<file path="src/rtl/sg_xlate_pkg.sv">
package sg_xlate_pkg;

  typedef enum logic [1:0] {
    ST_IDLE  = 2'd0,
    ST_MREQ  = 2'd1,
    ST_MWAIT = 2'd2,
    ST_RESP  = 2'd3
  } sg_state_e;

  // window mask bits that select bus-address bits into the entry index
  localparam logic [63:0] SG_WIN_FIELD = 64'h0000_0000_FFF0_0000;
  // bus-address bits always used as entry index
  localparam logic [63:0] SG_FIX_FIELD = 64'h0000_0000_000F_E000;
  // right shift from bus-address index to entry byte address
  localparam int unsigned SG_IDX_SHIFT = 10;
  // page shift applied to the entry's frame bits
  localparam int unsigned SG_PG_SHIFT  = 12;
  // width of the in-page offset copied from the bus address
  localparam int unsigned SG_OFS_W     = 13;

endpackage

</file>
<file path="src/rtl/sg_pte_addr.sv">
module sg_pte_addr
  import sg_xlate_pkg::*;
#(
  parameter int unsigned BUS_W = 32,
  parameter int unsigned REG_W = 64,
  parameter int unsigned DMA_W = 34
) (
  input  logic [BUS_W-1:0] bus_addr,
  input  logic [REG_W-1:0] win_mask,
  input  logic [REG_W-1:0] tbase,
  output logic [DMA_W-1:0] pte_addr
);

  logic [REG_W-1:0] bus_ext;
  logic [REG_W-1:0] ba_mask;
  logic [REG_W-1:0] tb_mask;
  logic [REG_W-1:0] idx_part;
  logic [REG_W-1:0] pte_full;
  logic             unused_hi;

  always_comb begin
    bus_ext  = REG_W'(bus_addr);
    ba_mask  = (win_mask & REG_W'(SG_WIN_FIELD)) | REG_W'(SG_FIX_FIELD);
    tb_mask  = (~ba_mask) >> SG_IDX_SHIFT;
    idx_part = (bus_ext & ba_mask) >> SG_IDX_SHIFT;
    pte_full = (tbase & tb_mask) | idx_part;
  end

  assign pte_addr  = pte_full[DMA_W-1:0];
  assign unused_hi = ^pte_full[REG_W-1:DMA_W];

endmodule

</file>
<file path="src/rtl/sg_dma_form.sv">
module sg_dma_form
  import sg_xlate_pkg::*;
#(
  parameter int unsigned BUS_W = 32,
  parameter int unsigned REG_W = 64,
  parameter int unsigned DMA_W = 34
) (
  input  logic [BUS_W-1:0] bus_addr,
  input  logic [REG_W-1:0] entry,
  output logic [DMA_W-1:0] dma_addr,
  output logic             entry_bad
);

  localparam int unsigned FRAME_W = DMA_W - SG_OFS_W;

  logic [FRAME_W-1:0] frame;
  logic [SG_OFS_W-1:0] ofs;
  logic               unused_bits;

  // entry bit 0 is the valid flag; frame bits start at bit 1
  assign frame     = entry[FRAME_W:1];
  assign ofs       = bus_addr[SG_OFS_W-1:0];
  assign entry_bad = ~entry[0];
  assign dma_addr  = entry_bad ? '0 : {frame, ofs};

  assign unused_bits = ^{entry[REG_W-1:FRAME_W+1], bus_addr[BUS_W-1:SG_OFS_W]};

endmodule

</file>
<file path="src/rtl/sg_ctrl.sv">
module sg_ctrl
  import sg_xlate_pkg::*;
(
  input  logic clk,
  input  logic rst_n,
  input  logic req_valid,
  input  logic mem_rd_ready,
  input  logic mem_rd_data_valid,
  input  logic rsp_ready,
  output logic req_ready,
  output logic mem_rd_valid,
  output logic rsp_valid,
  output logic ld_req,
  output logic ld_entry
);

  sg_state_e state_q, state_d;

  always_comb begin
    state_d = state_q;
    unique case (state_q)
      ST_IDLE:  if (req_valid)         state_d = ST_MREQ;
      ST_MREQ:  if (mem_rd_ready)      state_d = ST_MWAIT;
      ST_MWAIT: if (mem_rd_data_valid) state_d = ST_RESP;
      ST_RESP:  if (rsp_ready)         state_d = ST_IDLE;
      default:                         state_d = ST_IDLE;
    endcase
  end

  always_ff @(posedge clk or negedge rst_n) begin
    if (!rst_n) state_q <= ST_IDLE;
    else        state_q <= state_d;
  end

  assign req_ready    = (state_q == ST_IDLE);
  assign mem_rd_valid = (state_q == ST_MREQ);
  assign rsp_valid    = (state_q == ST_RESP);
  assign ld_req       = req_ready && req_valid;
  assign ld_entry     = (state_q == ST_MWAIT) && mem_rd_data_valid;

endmodule

</file>
<file path="src/rtl/sg_xlate_top.sv">
module sg_xlate_top
  import sg_xlate_pkg::*;
#(
  parameter int unsigned BUS_W = 32,
  parameter int unsigned REG_W = 64,
  parameter int unsigned DMA_W = 34
) (
  input  logic             clk,
  input  logic             rst_n,
  input  logic             req_valid,
  output logic             req_ready,
  input  logic [BUS_W-1:0] req_bus_addr,
  input  logic [REG_W-1:0] req_win_mask,
  input  logic [REG_W-1:0] req_tbase,
  output logic             mem_rd_valid,
  input  logic             mem_rd_ready,
  output logic [DMA_W-1:0] mem_rd_addr,
  input  logic             mem_rd_data_valid,
  input  logic [REG_W-1:0] mem_rd_data,
  output logic             rsp_valid,
  input  logic             rsp_ready,
  output logic [DMA_W-1:0] rsp_addr,
  output logic             rsp_err
);

  logic             ld_req;
  logic             ld_entry;
  logic [DMA_W-1:0] pte_addr_d;
  logic [DMA_W-1:0] pte_addr_q;
  logic [BUS_W-1:0] bus_q;
  logic [REG_W-1:0] entry_q;

  sg_ctrl i_ctrl (
    .clk               (clk),
    .rst_n             (rst_n),
    .req_valid         (req_valid),
    .mem_rd_ready      (mem_rd_ready),
    .mem_rd_data_valid (mem_rd_data_valid),
    .rsp_ready         (rsp_ready),
    .req_ready         (req_ready),
    .mem_rd_valid      (mem_rd_valid),
    .rsp_valid         (rsp_valid),
    .ld_req            (ld_req),
    .ld_entry          (ld_entry)
  );

  sg_pte_addr #(.BUS_W(BUS_W), .REG_W(REG_W), .DMA_W(DMA_W)) i_pte (
    .bus_addr (req_bus_addr),
    .win_mask (req_win_mask),
    .tbase    (req_tbase),
    .pte_addr (pte_addr_d)
  );

  always_ff @(posedge clk or negedge rst_n) begin
    if (!rst_n) begin
      pte_addr_q <= '0;
      bus_q      <= '0;
    end else if (ld_req) begin
      pte_addr_q <= pte_addr_d;
      bus_q      <= req_bus_addr;
    end
  end

  always_ff @(posedge clk or negedge rst_n) begin
    if (!rst_n)        entry_q <= '0;
    else if (ld_entry) entry_q <= mem_rd_data;
  end

  sg_dma_form #(.BUS_W(BUS_W), .REG_W(REG_W), .DMA_W(DMA_W)) i_form (
    .bus_addr  (bus_q),
    .entry     (entry_q),
    .dma_addr  (rsp_addr),
    .entry_bad (rsp_err)
  );

  assign mem_rd_addr = pte_addr_q;

endmodule

</file>
<file path="config.mk">
export PLATFORM = sky130hd
export DESIGN_NAME = sg_xlate_top
export DESIGN_NICKNAME = d
export VERILOG_FILES = /design/src/rtl/sg_xlate_pkg.sv /design/src/rtl/sg_pte_addr.sv /design/src/rtl/sg_dma_form.sv /design/src/rtl/sg_ctrl.sv /design/src/rtl/sg_xlate_top.sv
export SDC_FILE = /design/constraint.sdc
export NUM_CORES = 1
export LEC_CHECK = 0
export BUFFER_PORTS_ARGS = -buffer_cell sky130_fd_sc_hd__buf_2
export CAP_MARGIN = 5
export CORE_AREA = 4 4 116 118
export DETAILED_ROUTE_END_ITERATION = 12
export DIE_AREA = 0 0 120 122
export PLACE_DENSITY = 0.67
export REMOVE_ABC_BUFFERS = 1
export SLEW_MARGIN = 20
export SYNTH_ARGS = -nofsm -noshare
export SYNTH_HDL_FRONTEND = slang
export SYNTH_SLANG_ARGS = --single-unit
</file>
<file path="constraint.sdc">
create_clock -name clk -period 1.8 [get_ports clk]
set_input_delay 0.18 -clock clk [delete_from_list [all_inputs] [get_ports clk]]
set_output_delay 0.18 -clock clk [all_outputs]
set_load 0.05 [all_outputs]
</file>
Word level (Yosys, flattened, before mapping)

Cells that the tools add are included.

Multiply operators: 0
Reduce and logical (&&, ||, !) cells: 4
Bitwise logic cells: 5
Add/subtract/negate cells: 0
Muxes and demuxes: 6
Div/mod/pow operators: 0
Equality and inequality tests: 7
Magnitude comparators: 0
Shift-type cells: 0

Operators by type and width:

| cell                                                   | count |
|---|---|
| inverter 32 -> 44 bit                                  | 1 |
| AND 34 bit                                             | 1 |
| 2-to-1 mux 34 bit                                      | 1 |
| OR 34 x 22 -> 34 bit                                   | 1 |
| AND 32 bit                                             | 1 |
| 2-to-1 mux 2 bit                                       | 4 |
| one-hot mux 2 bit (4 select lines)                     | 1 |
| == test 2 bit (second input constant)                  | 2 |
| inequality test 2 x 1 -> 1 bit (second input constant) | 2 |
| inequality test 2 bit (second input constant)          | 2 |
| AND reduction 4 bit                                    | 1 |
| == test 2 x 1 -> 1 bit (second input constant)         | 1 |
| logical AND 1 bit                                      | 2 |
| logical NOT 2 bit                                      | 1 |
| inverter 1 bit                                         | 1 |

Register bits after elaboration: 71
RAM bits: 0
ROM bits: 0
Bits of input ports: 230
Memories kept: 0
Bits in latches: 0
Word-level logic and storage cells: 26

Depth between registers and ports, before layout

Depth in word-level cells: 3
Gate-level depth with buffers: 7
Depth with buffers taken out: 5

By module

Synthesis repeated with hierarchy kept, for this count alone.

Cells, all modules: 365
Area total of the unflattened synthesis: 5825.6 sq um

By module, submodules not included:

| module       | seq. area each (sq um) | cells an instance | area an instance (sq um) | instances |
|---|---|---|---|---|
| sg_xlate_top | 3253.1                 | 274               | 5012.3                   | 1 |
| sg_pte_addr  | 0.0                    | 34                | 345.3                    | 1 |
| sg_dma_form  | 0.0                    | 38                | 249.0                    | 1 |
| sg_ctrl      | 50.0                   | 19                | 219.0                    | 1 |

Worst setup path after synthesis

Ideal clock, no wire load.

Path type: register -> register
Start: register i_ctrl.state_q[0]
End: register pte_addr_q[14], in the netlist mem_rd_addr[14]
Cell stages (with the launch flop): 8
Path buffers: 2
Data arrival time: 1724 ps
Library setup time: 134 ps
Path slack: -58 ps
Path through: dfrtp_1 inv_1 ha_1 nand2_1 buf_4 buf_2 nand2_1 o21ai_0

Word-level cells in the longest chain between the ends: 2

RTL lines:

| item                     | line               | source |
|---|---|---|
| start: declaration       | sg_ctrl.sv:17      | `sg_state_e state_q, state_d;` |
| start signal: assignment | sg_ctrl.sv:32      | `else state_q <= state_d;` |
| logical NOT 2 bit        | sg_ctrl.sv:35      | `assign req_ready = (state_q == ST_IDLE);` |
| named net req_ready      | sg_xlate_top.sv:11 | `output logic req_ready,` |
| logical AND 1 bit        | sg_ctrl.sv:38      | `assign ld_req = req_ready && req_valid;` |
| end signal: assignment   | sg_xlate_top.sv:59 | `pte_addr_q <= pte_addr_d;` |
| end: declaration         | sg_xlate_top.sv:29 | `logic [DMA_W-1:0] pte_addr_q;` |

The timed path passes the listed nets, and every way through them passes these cells.
A chain may end at the register's enable or synchronous reset.

Worst setup path in the final report

Start: register i_ctrl.state_q[1]
End: register i_ctrl.state_q[1]

Word-level cells in the longest chain between the ends: 3
Elaborated cells on any way between the ends: 10
Those cells by class: 7 x eq/ne; 1 x mux; 2 x reduce/logical

RTL lines:

| item                                                                                     | line          | source |
|---|---|---|
| == test 2 bit (tied with other cells)                                                    | sg_ctrl.sv:21 | `unique case (state_q)` |
| inequality test 2 x 1 -> 1 bit (no source line) or inequality test 2 bit (tied branches) | n/a           |  |
| AND reduction 4 bit (no source line)                                                     | n/a           |  |

Parallel ways exist; a longest one is shown, timed or not.

==> metrics <==
die area 0.01464 sq mm; CP max stage cell dfrtp_1; Post-Synth Adder-Cell Area 2.033%; maximum VDD drop ~1.1 mV; final non-filler cell area roughly 0.0045 sq mm; Post-Synth XOR/XNOR Area 0%; cell family with most CP delay flip-flops; TNS Setup 0 ps; fin nets 640; Ports ~300; initial antenna violation count 0; Worst Path Buf+Inv 1; Via density ~4.1; critical-path cell list inv_1 -> ha_1 -> nor2b_1 -> a2111oi_4 -> mux2_4; Yosys cell types 17; clock slew at reported path FFs roughly 50 ps; Root Buffer Master clkbuf_16; Worst-Margin Slew 444.7 ps; startpoint class of the critical path flip-flop; pre-CTS setup slack between 150 and 200 ps; PD cells 2320 mW/mm^2; Die X 120 um; IO buf count between 150 and 200; RSZ-0062 raised after global routing no; Final Max Slew Viols 0; final setup fails 0; Synth Area per Inst 13.55 sq um; dpl hpwl between 6000 and 7000 um; DP Area around 0.0042 sq mm; CP Data Required Time ~2000 ps; Synth Area in Compound Gates between 2 and 3%; slowest stage delay, CP 400 ps; number of CTS-inserted buffers 9; Syn Inst Count around 230; ant diodes 0; Post-Synthesis Cell Area about 0.003 sq mm; clock skew 4.473 ps; Tmin final around 1600 ps; fin util 36.34%; share of layout cells above drive strength 1 between 60% and 70%; area delta synth->final 47.26%; Fin. Hold Viols 0; HP Class in -> reg; kind of critical path reg -> reg; clk sinks 71; worst path arrival time 1850 ps; final WL between 8000 and 9000 um; Longest Clk Path Bufs 2; Hold WS approximately 80 ps; CTS HTree Levels 3; post-DR wirelength/cell about 14 um; Worst Setup Slack, final around 160 ps; first-pass GRT wire length ~13000 um; total gr overflow 0; Placer Congestion 0.7272; Total Routing Usage GR ~12%; Crit Path Max Fanout 4; Leak Pwr between 2 and 2.5 nW; Routed Antenna Nets 0; Post-Synth Simple-Gate Area a little under a tenth; period utilization between 90% and 100%; DIE HEIGHT 122 um; via count around 2400; DRT Pass-1 Iters 4; CP Capture Type flip-flop; slew margin rel. a little over two thirds; Fmax roughly 600 MHz; Synth warnings 0; starting density of the core 24.68%; status finished clean; mux contribution to synthesized area between 20% and 30%; initial DRC count around 50; register area share after synthesis approximately 58%; FF+latch count, synth 71; cell total after placement between 500 and 600; DRC viols 0; row cnt around 40; CTS tree built; number of standard cells in the final layout excluding fillers 581; Clock Latency Late Sink 330 ps; largest net degree at the start of global routing 52; vias in the first global route between 2000 and 3000; max cap viols 0; Power Total between 10 and 15 mW; largest family of logic cells by synthesized area multiplexers; Core Box Area between 0.01 and 0.015 sq mm
cells in the mapped netlist:
library cell  number  area, sq um
o21ai_0           12        60.06
nor2_1             1        3.750
nor2b_4            1        13.76
mux2_4             1        15.01
buf_4              1        7.510
and2_1            34        212.7
inv_2              1        3.750
ha_1               5        62.56
mux2i_1           13        130.1
clkbuf_1           4        15.01
nand2_1           14        52.55
inv_1              3        11.26
nor2b_1            2        12.51
a2111oi_4          1        27.53
dfrtp_1           71         1777
buf_2              6        30.03
mux2_2            57        641.9
cell usage in the layout (no fill, tap or decap):
cell,netlist,final
ha_1,5,5
clkinv_2,0,1
o21ai_0,12,12
and2_1,34,34
inv_1,3,3
bufinv_16,0,3
nor2b_4,1,1
buf_12,0,3
buf_2,6,169
inv_2,1,1
clkinvlp_4,0,2
dlygate4sd3_1,0,1
mux2i_1,13,13
clkbuf_16,0,9
buf_4,1,5
nor2b_1,2,2
mux2_2,57,57
mux2_4,1,1
a2111oi_4,1,1
nand2_1,14,13
nand2_2,0,1
nor2_1,1,1
dfrtp_1,71,71
sequential cells by signal, indices dropped and copies added, names as in the netlist:
name,count
mem_rd_addr,34
entry_q,22
i_ctrl.state_q,2
bus_q,13
final cells by class:
type                            instances  area, sq um
Clock inverter                          6        110.1
Timing Repair Buffer                  178        953.4
Sequential cell                        71         1777
Fill cell                            1261         7935
Clock buffer                            9        225.2
Inverter                                4        15.01
Tap cell                              172        215.2
Multi-Input combinational cell        141         1235
cells by family after synthesis:
group | Yosys count
AND/OR/NAND/NOR | 52
AO/OA/AOI/OAI | 13
multiplexers | 71
adder cells (fa/ha/maj) | 5
buffers and inverters | 15
flip-flops | 71
where the power goes:
part,switching (mW),internal [mW]
registers,0.398,2.41
clock network,0.662,1.34
logic,3.98,1.71
final timing paths:
check,startpoint,end,slack (ps),cells after the start
setup / recovery,i_ctrl.state_q[1],i_ctrl.state_q[1],160,5
hold / removal,req_bus_addr[3],bus_q[3],80,2
setup reg to reg,i_ctrl.state_q[1],i_ctrl.state_q[1],160,5
hold reg to reg,mem_rd_addr[12],mem_rd_addr[12],480,2
max in group asynchronous,rst_n,entry_q[21],850,3
min in group asynchronous,rst_n,mem_rd_addr[10],370,2
routing by layer:
metal	vias up	GRT usage [%]	part of all wire, %
li1	1129	-	-
met1	1123	13.80	41
met2	102	17.67	47
met3	13	4.225	8.9
met4	0	6.872	2.6
met5	-	0	0
repair_timing:
action,4_1_cts,5_1_grt
hold endpoints to repair,31,0
gates resized for setup,0,0
hold buffers,1,0
buffers inserted,0,0
Note: power is estimated with default switching activity, not from simulation.
